===== src/rtl/hrqd_pkg.sv =====
package hrqd_pkg;
  localparam int unsigned ADDR_W  = 32;
  localparam int unsigned PORT_W  = 16;
  localparam int unsigned SPI_W   = 32;
  localparam int unsigned KEY_W   = 2 * ADDR_W + 2 * PORT_W + SPI_W;
  localparam int unsigned HASH_W  = 64;

  // select-word field positions and codes
  localparam int unsigned IP_SEL_LSB = 18;
  localparam int unsigned L4_SEL_LSB = 8;
  localparam logic [1:0]  SEL_WORD0  = 2'd2;
  localparam logic [1:0]  SEL_WORD1  = 2'd3;

  // hash command field positions
  localparam int unsigned SHIFT_LSB = 24;
  localparam int unsigned SHIFT_W   = 6;
  localparam int unsigned SYM_BIT   = 30;

  typedef struct packed {
    logic [ADDR_W-1:0] addr_a;
    logic [ADDR_W-1:0] addr_b;
    logic [PORT_W-1:0] port_a;
    logic [PORT_W-1:0] port_b;
    logic [SPI_W-1:0]  spi;
  } flow_key_t;

  function automatic logic [31:0] pick_default(input logic [1:0] code,
                                               input logic [31:0] w0,
                                               input logic [31:0] w1);
    logic [31:0] r;
    case (code)
      SEL_WORD0: r = w0;
      SEL_WORD1: r = w1;
      default:   r = '0;
    endcase
    return r;
  endfunction
endpackage


===== src/rtl/hrqd_key_assemble.sv =====
module hrqd_key_assemble
  import hrqd_pkg::*;
(
  input  logic [ADDR_W-1:0] ip_src,
  input  logic              ip_src_ok,
  input  logic [ADDR_W-1:0] ip_dst,
  input  logic              ip_dst_ok,
  input  logic [PORT_W-1:0] l4_src,
  input  logic              l4_src_ok,
  input  logic [PORT_W-1:0] l4_dst,
  input  logic              l4_dst_ok,
  input  logic [SPI_W-1:0]  spi,
  input  logic              spi_ok,
  input  logic [31:0]       dflt_word0,
  input  logic [31:0]       dflt_word1,
  input  logic [1:0]        ip_code,
  input  logic [1:0]        l4_code,
  input  logic              symmetric,
  output flow_key_t         key
);
  logic [31:0]       ip_fill;
  logic [31:0]       l4_fill_word;
  logic [PORT_W-1:0] l4_fill;
  logic [ADDR_W-1:0] a_src, a_dst;
  logic [PORT_W-1:0] p_src, p_dst;
  logic              swap_addr, swap_port;
  logic [31:0]       unused_fill_hi;

  always_comb begin
    ip_fill      = pick_default(ip_code, dflt_word0, dflt_word1);
    l4_fill_word = pick_default(l4_code, dflt_word0, dflt_word1);
    l4_fill      = l4_fill_word[PORT_W-1:0];
  end

  assign unused_fill_hi = {l4_fill_word[31:PORT_W], {PORT_W{1'b0}}};

  always_comb begin
    a_src = ip_src_ok ? ip_src : ip_fill[ADDR_W-1:0];
    a_dst = ip_dst_ok ? ip_dst : ip_fill[ADDR_W-1:0];
    p_src = l4_src_ok ? l4_src : l4_fill;
    p_dst = l4_dst_ok ? l4_dst : l4_fill;
  end

  always_comb begin
    swap_addr   = symmetric && (a_src > a_dst);
    swap_port   = symmetric && (p_src > p_dst);
    key.addr_a  = swap_addr ? a_dst : a_src;
    key.addr_b  = swap_addr ? a_src : a_dst;
    key.port_a  = swap_port ? p_dst : p_src;
    key.port_b  = swap_port ? p_src : p_dst;
    key.spi     = spi_ok ? spi : '0;
  end
endmodule


===== src/rtl/hrqd_crc64.sv =====
module hrqd_crc64 #(
  parameter int unsigned  KEY_BITS = 128,
  parameter int unsigned  CRC_W    = 64,
  parameter logic [63:0]  POLY     = 64'h42F0_E1EB_A9EA_3693
) (
  input  logic [KEY_BITS-1:0] key,
  output logic [CRC_W-1:0]    crc
);
  logic [CRC_W-1:0] chain [0:KEY_BITS];

  assign chain[0] = '0;

  // one bit-serial CRC step per key bit, most significant bit first
  for (genvar g = 0; g < KEY_BITS; g++) begin : g_step
    logic fb;
    assign fb = chain[g][CRC_W-1] ^ key[KEY_BITS-1-g];
    assign chain[g+1] = {chain[g][CRC_W-2:0], 1'b0} ^ (fb ? POLY[CRC_W-1:0] : '0);
  end

  assign crc = chain[KEY_BITS];
endmodule


===== src/rtl/hrqd_queue_select.sv =====
module hrqd_queue_select #(
  parameter int unsigned HASH_BITS = 64,
  parameter int unsigned QID_W     = 24,
  parameter int unsigned SH_W      = 6
) (
  input  logic [HASH_BITS-1:0] hash,
  input  logic [SH_W-1:0]      shift,
  input  logic [QID_W-1:0]     mask,
  input  logic [QID_W-1:0]     base,
  output logic [QID_W-1:0]     qid
);
  logic [HASH_BITS-1:0] shifted;
  logic [HASH_BITS-1:0] unused_shifted_hi;

  assign shifted           = hash >> shift;
  assign unused_shifted_hi = {shifted[HASH_BITS-1:QID_W], {QID_W{1'b0}}};
  assign qid               = base | (shifted[QID_W-1:0] & mask);
endmodule


===== src/rtl/hrq_distributor.sv =====
module hrq_distributor
  import hrqd_pkg::*;
#(
  parameter int unsigned QID_W = 24,
  parameter logic [63:0] POLY  = 64'h42F0_E1EB_A9EA_3693
) (
  input  logic              clk,
  input  logic              rst_n,
  input  logic              in_valid,
  input  logic [31:0]       ip_src,
  input  logic              ip_src_ok,
  input  logic [31:0]       ip_dst,
  input  logic              ip_dst_ok,
  input  logic [15:0]       l4_src,
  input  logic              l4_src_ok,
  input  logic [15:0]       l4_dst,
  input  logic              l4_dst_ok,
  input  logic [31:0]       spi,
  input  logic              spi_ok,
  input  logic [31:0]       dflt_word0,
  input  logic [31:0]       dflt_word1,
  input  logic [31:0]       dflt_select,
  input  logic [31:0]       hash_cmd,
  input  logic [QID_W-1:0]  queue_base,
  output logic              out_valid,
  output logic [QID_W-1:0]  out_queue
);
  flow_key_t          key_c;
  flow_key_t          s1_key_q, s1_key_d;
  logic               s1_vld_q, s1_vld_d;
  logic [SHIFT_W-1:0] s1_shift_q, s1_shift_d;
  logic [QID_W-1:0]   s1_mask_q, s1_mask_d;
  logic [QID_W-1:0]   s1_base_q, s1_base_d;
  logic [HASH_W-1:0]  hash_c;
  logic [QID_W-1:0]   qid_c;
  logic               o_vld_q, o_vld_d;
  logic [QID_W-1:0]   o_qid_q, o_qid_d;
  logic [31:0]        unused_cfg;

  assign unused_cfg = {hash_cmd[31], dflt_select[31:20], dflt_select[17:10],
                       dflt_select[7:0], 3'b0};

  hrqd_key_assemble u_key (
    .ip_src     (ip_src),
    .ip_src_ok  (ip_src_ok),
    .ip_dst     (ip_dst),
    .ip_dst_ok  (ip_dst_ok),
    .l4_src     (l4_src),
    .l4_src_ok  (l4_src_ok),
    .l4_dst     (l4_dst),
    .l4_dst_ok  (l4_dst_ok),
    .spi        (spi),
    .spi_ok     (spi_ok),
    .dflt_word0 (dflt_word0),
    .dflt_word1 (dflt_word1),
    .ip_code    (dflt_select[IP_SEL_LSB +: 2]),
    .l4_code    (dflt_select[L4_SEL_LSB +: 2]),
    .symmetric  (hash_cmd[SYM_BIT]),
    .key        (key_c)
  );

  // stage 1: capture key and per-key configuration
  always_comb begin
    s1_vld_d   = in_valid;
    s1_key_d   = s1_key_q;
    s1_shift_d = s1_shift_q;
    s1_mask_d  = s1_mask_q;
    s1_base_d  = s1_base_q;
    if (in_valid) begin
      s1_key_d   = key_c;
      s1_shift_d = hash_cmd[SHIFT_LSB +: SHIFT_W];
      s1_mask_d  = hash_cmd[QID_W-1:0];
      s1_base_d  = queue_base;
    end
  end

  always_ff @(posedge clk or negedge rst_n) begin
    if (!rst_n) s1_vld_q <= 1'b0;
    else        s1_vld_q <= s1_vld_d;
  end

  always_ff @(posedge clk) begin
    if (in_valid) begin
      s1_key_q   <= s1_key_d;
      s1_shift_q <= s1_shift_d;
      s1_mask_q  <= s1_mask_d;
      s1_base_q  <= s1_base_d;
    end
  end

  hrqd_crc64 #(
    .KEY_BITS (KEY_W),
    .CRC_W    (HASH_W),
    .POLY     (POLY)
  ) u_crc (
    .key (s1_key_q),
    .crc (hash_c)
  );

  hrqd_queue_select #(
    .HASH_BITS (HASH_W),
    .QID_W     (QID_W),
    .SH_W      (SHIFT_W)
  ) u_sel (
    .hash  (hash_c),
    .shift (s1_shift_q),
    .mask  (s1_mask_q),
    .base  (s1_base_q),
    .qid   (qid_c)
  );

  // stage 2: result register
  always_comb begin
    o_vld_d = s1_vld_q;
    o_qid_d = s1_vld_q ? qid_c : o_qid_q;
  end

  always_ff @(posedge clk or negedge rst_n) begin
    if (!rst_n) begin
      o_vld_q <= 1'b0;
      o_qid_q <= '0;
    end else begin
      o_vld_q <= o_vld_d;
      if (s1_vld_q) o_qid_q <= o_qid_d;
    end
  end

  assign out_valid = o_vld_q;
  assign out_queue = o_qid_q;
endmodule


===== config.mk =====
export PLATFORM = sky130hd
export DESIGN_NAME = hrq_distributor
export DESIGN_NICKNAME = d
export VERILOG_FILES = /design/src/rtl/hrqd_pkg.sv /design/src/rtl/hrqd_key_assemble.sv /design/src/rtl/hrqd_crc64.sv /design/src/rtl/hrqd_queue_select.sv /design/src/rtl/hrq_distributor.sv
export SDC_FILE = /design/constraint.sdc
export NUM_CORES = 2
export LEC_CHECK = 0
export ABC_CLOCK_PERIOD_IN_PS = 40400
export BUFFER_PORTS_ARGS = -buffer_cell sky130_fd_sc_hd__buf_4
export CAP_MARGIN = 30
export CORE_ASPECT_RATIO = 0.5
export CORE_MARGIN = 2
export CORE_UTILIZATION = 65
export DETAILED_ROUTE_END_ITERATION = 6
export PLACE_DENSITY = 0.88
export SKIP_LAST_GASP = 1
export SLEW_MARGIN = 20
export SYNTH_ARGS = -nofsm -noshare
export SYNTH_HDL_FRONTEND = slang
export SYNTH_SLANG_ARGS = --single-unit

===== constraint.sdc =====
create_clock -name clk -period 40.4 [get_ports clk]
set_input_delay 4.04 -clock clk [delete_from_list [all_inputs] [get_ports clk]]
set_output_delay 4.04 -clock clk [all_outputs]
set_load 0.03 [all_outputs]

==> impl_metrics.prom <==
# TYPE chip_impl_metric gauge
chip_impl_info{name="outcome",value="finished clean"} 1
chip_impl_metric{name="area_taken_by_multi_input_logic_gates",unit="um2"} 37800
chip_impl_metric{name="final.setup.tns",unit="ps"} 0
chip_impl_metric{name="num_rows",unit=""} 68
chip_impl_metric{name="cts_hold_buffers",unit=""} 0
chip_impl_metric{name="cts-resized-gates",unit=""} 0
chip_impl_info{name="hold_class",value="reg2reg"} 1
chip_impl_metric{name="synth.lib_cells_used.distinct",unit=""} 78
chip_impl_metric{name="gp_congestion",unit=""} 1.06
chip_impl_metric{name="synthDominantCellAreaShare",unit="%"} 25.1
chip_impl_info{name="cp-end-kind",value="flip-flop"} 1
chip_impl_metric{name="slew_violations",unit=""} 0
chip_impl_metric{name="num-nets-final",unit=""} 4446
chip_impl_metric{name="data_arrival_time_of_the_critical_path",unit="ps"} 21740
chip_impl_metric{name="route.detailed.vias_per_inst",unit=""} 6.29
chip_impl_metric{name="cpPeakStageDelay",unit="ps"} 1030
chip_impl_metric{name="clock_tree.htree_level_count",unit=""} 1
chip_impl_metric{name="post_synth_inst_count",unit=""} 3898
chip_impl_metric{name="first_pass_grt_wire_length",unit="um"} 209000
chip_impl_metric{name="cts_inserted_buffers",unit=""} 20
chip_impl_info{name="synth.top_cells.by_area",value="xnor3_1 (25%), xnor2_1 (24%), edfxtp_1 (12%)"} 1
chip_impl_info{name="grt_setup_unrepaired",value="no"} 1
chip_impl_metric{name="syn_area",unit="um2"} 45000
chip_impl_metric{name="critical_path.max_fanout",unit=""} 13
chip_impl_metric{name="mappedNetlistNets",unit=""} 4234
chip_impl_metric{name="syn-mean-instance-area",unit="um2"} 11.6
chip_impl_metric{name="yosysSeqAreaShare",unit="%"} 13.6
chip_impl_metric{name="die-area",unit="um2"} 71500
chip_impl_info{name="cell_type_group_with_the_largest_total_delay_on_the_critical_path",value="XOR/XNOR gates"} 1
chip_impl_metric{name="worstPathBufferInverterCount",unit=""} 1
chip_impl_info{name="synth_top_flop_cell",value="edfxtp_1"} 1
chip_impl_metric{name="boundaryPins",unit=""} 313
chip_impl_metric{name="drt_first_iter_violations",unit=""} 4407
chip_impl_metric{name="drv.max_cap_violation_count",unit=""} 0
chip_impl_info{name="crit_path_top_delay_cell",value="xnor3_1"} 1
chip_impl_metric{name="cts.sink_count",unit=""} 208
chip_impl_metric{name="dieHeight",unit="um"} 190
chip_impl_metric{name="route.detailed.drc",unit=""} 0
chip_impl_info{name="post-synth-top-count-cell",value="xnor2_1"} 1
chip_impl_metric{name="grtUsageTotal",unit="%"} 40.2
chip_impl_metric{name="drt_pass1_iterations",unit=""} 6
chip_impl_metric{name="layout_worst_path_cycle_share",unit="%"} 52.8
chip_impl_info{name="criticalPathCategory",value="reg2reg"} 1
chip_impl_info{name="synth_largest_area_cell",value="xnor3_1"} 1
chip_impl_metric{name="proportion_of_register_bits_with_asynchronous_set_or_reset_after_synthesis",unit="%"} 12.5
chip_impl_metric{name="worst_skew_late_latency",unit="ps"} 570
chip_impl_metric{name="yosys_register_bits",unit=""} 208
chip_impl_info{name="worst_path_most_repeated_cell",value="xnor3_1"} 1
chip_impl_metric{name="vias",unit=""} 31648
chip_impl_metric{name="synth-edff-count",unit=""} 182
chip_impl_metric{name="initial_utilization",unit="%"} 65.5
chip_impl_info{name="cts.root.buffer_cell",value="clkbuf_16"} 1
chip_impl_metric{name="first_global_vias",unit=""} 31214
chip_impl_metric{name="i_o_buffers",unit=""} 283
chip_impl_metric{name="finalWorstPathRequiredPeriod",unit="ps"} 21320
chip_impl_metric{name="clk_pin_slew",unit="ps"} 70
chip_impl_metric{name="drive_gt1_share",unit="%"} 17.7
chip_impl_metric{name="antenna_found_initial",unit=""} 2
chip_impl_metric{name="area_growth_syn_to_layout",unit="%"} 8.33
chip_impl_metric{name="fmax",unit="MHz"} 46.9
chip_impl_info{name="startpoint_type",value="flip-flop"} 1
chip_impl_metric{name="hold-worst-slack",unit="ps"} 481
chip_impl_metric{name="drt-wirelength-per-cell",unit="um"} 28.9
chip_impl_metric{name="ys.warnings.count",unit=""} 0
chip_impl_metric{name="final_antenna_net_count",unit=""} 0
chip_impl_metric{name="finalSetupViolations",unit=""} 0
chip_impl_info{name="synth.cells.most_frequent",value="xnor2_1 (1245), xnor3_1 (501), xor2_1 (309)"} 1
chip_impl_metric{name="die_x",unit="um"} 376
chip_impl_metric{name="standard_cell_core_area",unit="um2"} 68700
chip_impl_metric{name="maximum_number_of_pins_on_one_net_before_global_route_repair",unit=""} 97
chip_impl_metric{name="relSlewSlack",unit="%"} 30.6
chip_impl_metric{name="global_route.overflow_total",unit=""} 0
chip_impl_metric{name="worst_pin_slew",unit="ps"} 1040
chip_impl_metric{name="clock_skew",unit="ps"} 53.6
chip_impl_metric{name="final.fill_count",unit=""} 5066
chip_impl_metric{name="hold_viol",unit=""} 0
chip_impl_metric{name="hpwlAfterDp",unit="um"} 119000
chip_impl_metric{name="number_of_buffers_between_clock_root_and_the_deepest_sink",unit=""} 3
chip_impl_metric{name="final-seq-area",unit="um2"} 6120
chip_impl_metric{name="critical_path_required",unit="ps"} 40810
chip_impl_metric{name="drt-total-wl",unit="um"} 145000
chip_impl_metric{name="cts.repair_timing.setup_buffer_count",unit=""} 0
chip_impl_info{name="tritoncts_clock_tree",value="yes"} 1
[stage by stage]
stage	instance area (um2)	std cells	setup WS, ps	util, %
3_5_place_dp	48100	4992	19230	70.0
5_1_grt	48800	5034	18780	71.0
6_report	48800	5035	19080	71.0
3_3_place_gp	48000	4986	19390	69.9
2_1_floorplan	45000	3898	25020	-
4_1_cts	48700	5028	19140	70.9
[flip-flops by register name, summed over array words and instances, names as in the netlist]
register	count
s1_key_q	128
out_queue	24
s1_base_q	24
s1_mask_q	24
s1_shift_q	6
o_vld_d	1
out_valid	1
[worst register-to-register path, delay by kind of cell, from the launching register on]
| family | cells | cell delay [ps] |
|---|---|---|
| XOR/XNOR | 29 | 18010 |
| AO/OA/AOI/OAI | 5 | 1380 |
| multiplexers | 1 | 560 |
| flip-flops | 1 | 950 |
| buffers and inverters | 1 | 280 |
[routing by layer]
metal  vias to the layer above  GRT usage (%)  wire [um]
met3                       400           8.26      16600
met4                         2           18.3       7700
met5                         -              0         13
met1                     15371           54.2      56300
li1                      13715              -          -
met2                      2160           63.2      64800
[area by class of cell]
cell class	count	area share, %
Inverter	75	0.577
Clock buffer	22	1.08
Timing Repair Buffer	367	5.72
Multi-Input combinational cell	3438	77.6
Antenna cell	1	0.00513
Sequential cell	208	12.5
Clock inverter	14	0.167
Tap cell	910	2.33
[layout by cell type, fill, tap and decap left out, types with 10 or more instances in the layout]
cell / n
xnor2_1: 1244
xnor3_1: 501
buf_4: 358
xor2_1: 309
nand2_1: 232
edfxtp_1: 182
o21ai_0: 158
nor2_1: 141
mux2_2: 120
a21oi_1: 109
inv_1: 71
xor3_1: 70
mux2i_1: 61
xnor2_2: 56
ha_1: 48
and2_1: 38
mux4_2: 38
xnor3_2: 34
dfrtp_1: 26
xor2_2: 23
xnor2_4: 23
clkbuf_16: 21
nor3_1: 18
xor2_4: 15
nand4_1: 13
a21o_1: 12
o21a_1: 12
nor2b_1: 10
nand2b_1: 10
[worst paths after layout]
check	startpoint	to	slack [ps]	cells past startpoint
setup / recovery	s1_key_q[126]	out_queue[16]	19080	36
hold / removal	out_queue[16]	out_queue[16]	480	1
setup reg to reg	s1_key_q[126]	out_queue[16]	19080	36
hold reg to reg	out_queue[16]	out_queue[16]	480	1
max in group asynchronous	rst_n	out_queue[19]	36670	1
min in group asynchronous	rst_n	out_queue[13]	3430	1
[logic make-up (layout without fill, tap and decap cells)]
kind of cell | count (synthesis) | after routing | share of synthesized area [%]
XOR/XNOR | 2284 | 2284 | 66.4
AO/OA/AOI/OAI | 397 | 397 | 5.29
buffers and inverters | 252 | 478 | 2.45
adder cells (fa/ha/maj) | 48 | 48 | 1.33
flip-flops | 208 | 208 | 13.6
AND/OR/NAND/NOR | 490 | 490 | 4.68
multiplexers | 219 | 219 | 6.26
other | 0 | 1 | 0
Power is left out: the tool's default activity adds up to more than one toggle a clock period on the data nets, which glitch-free logic cannot reach.
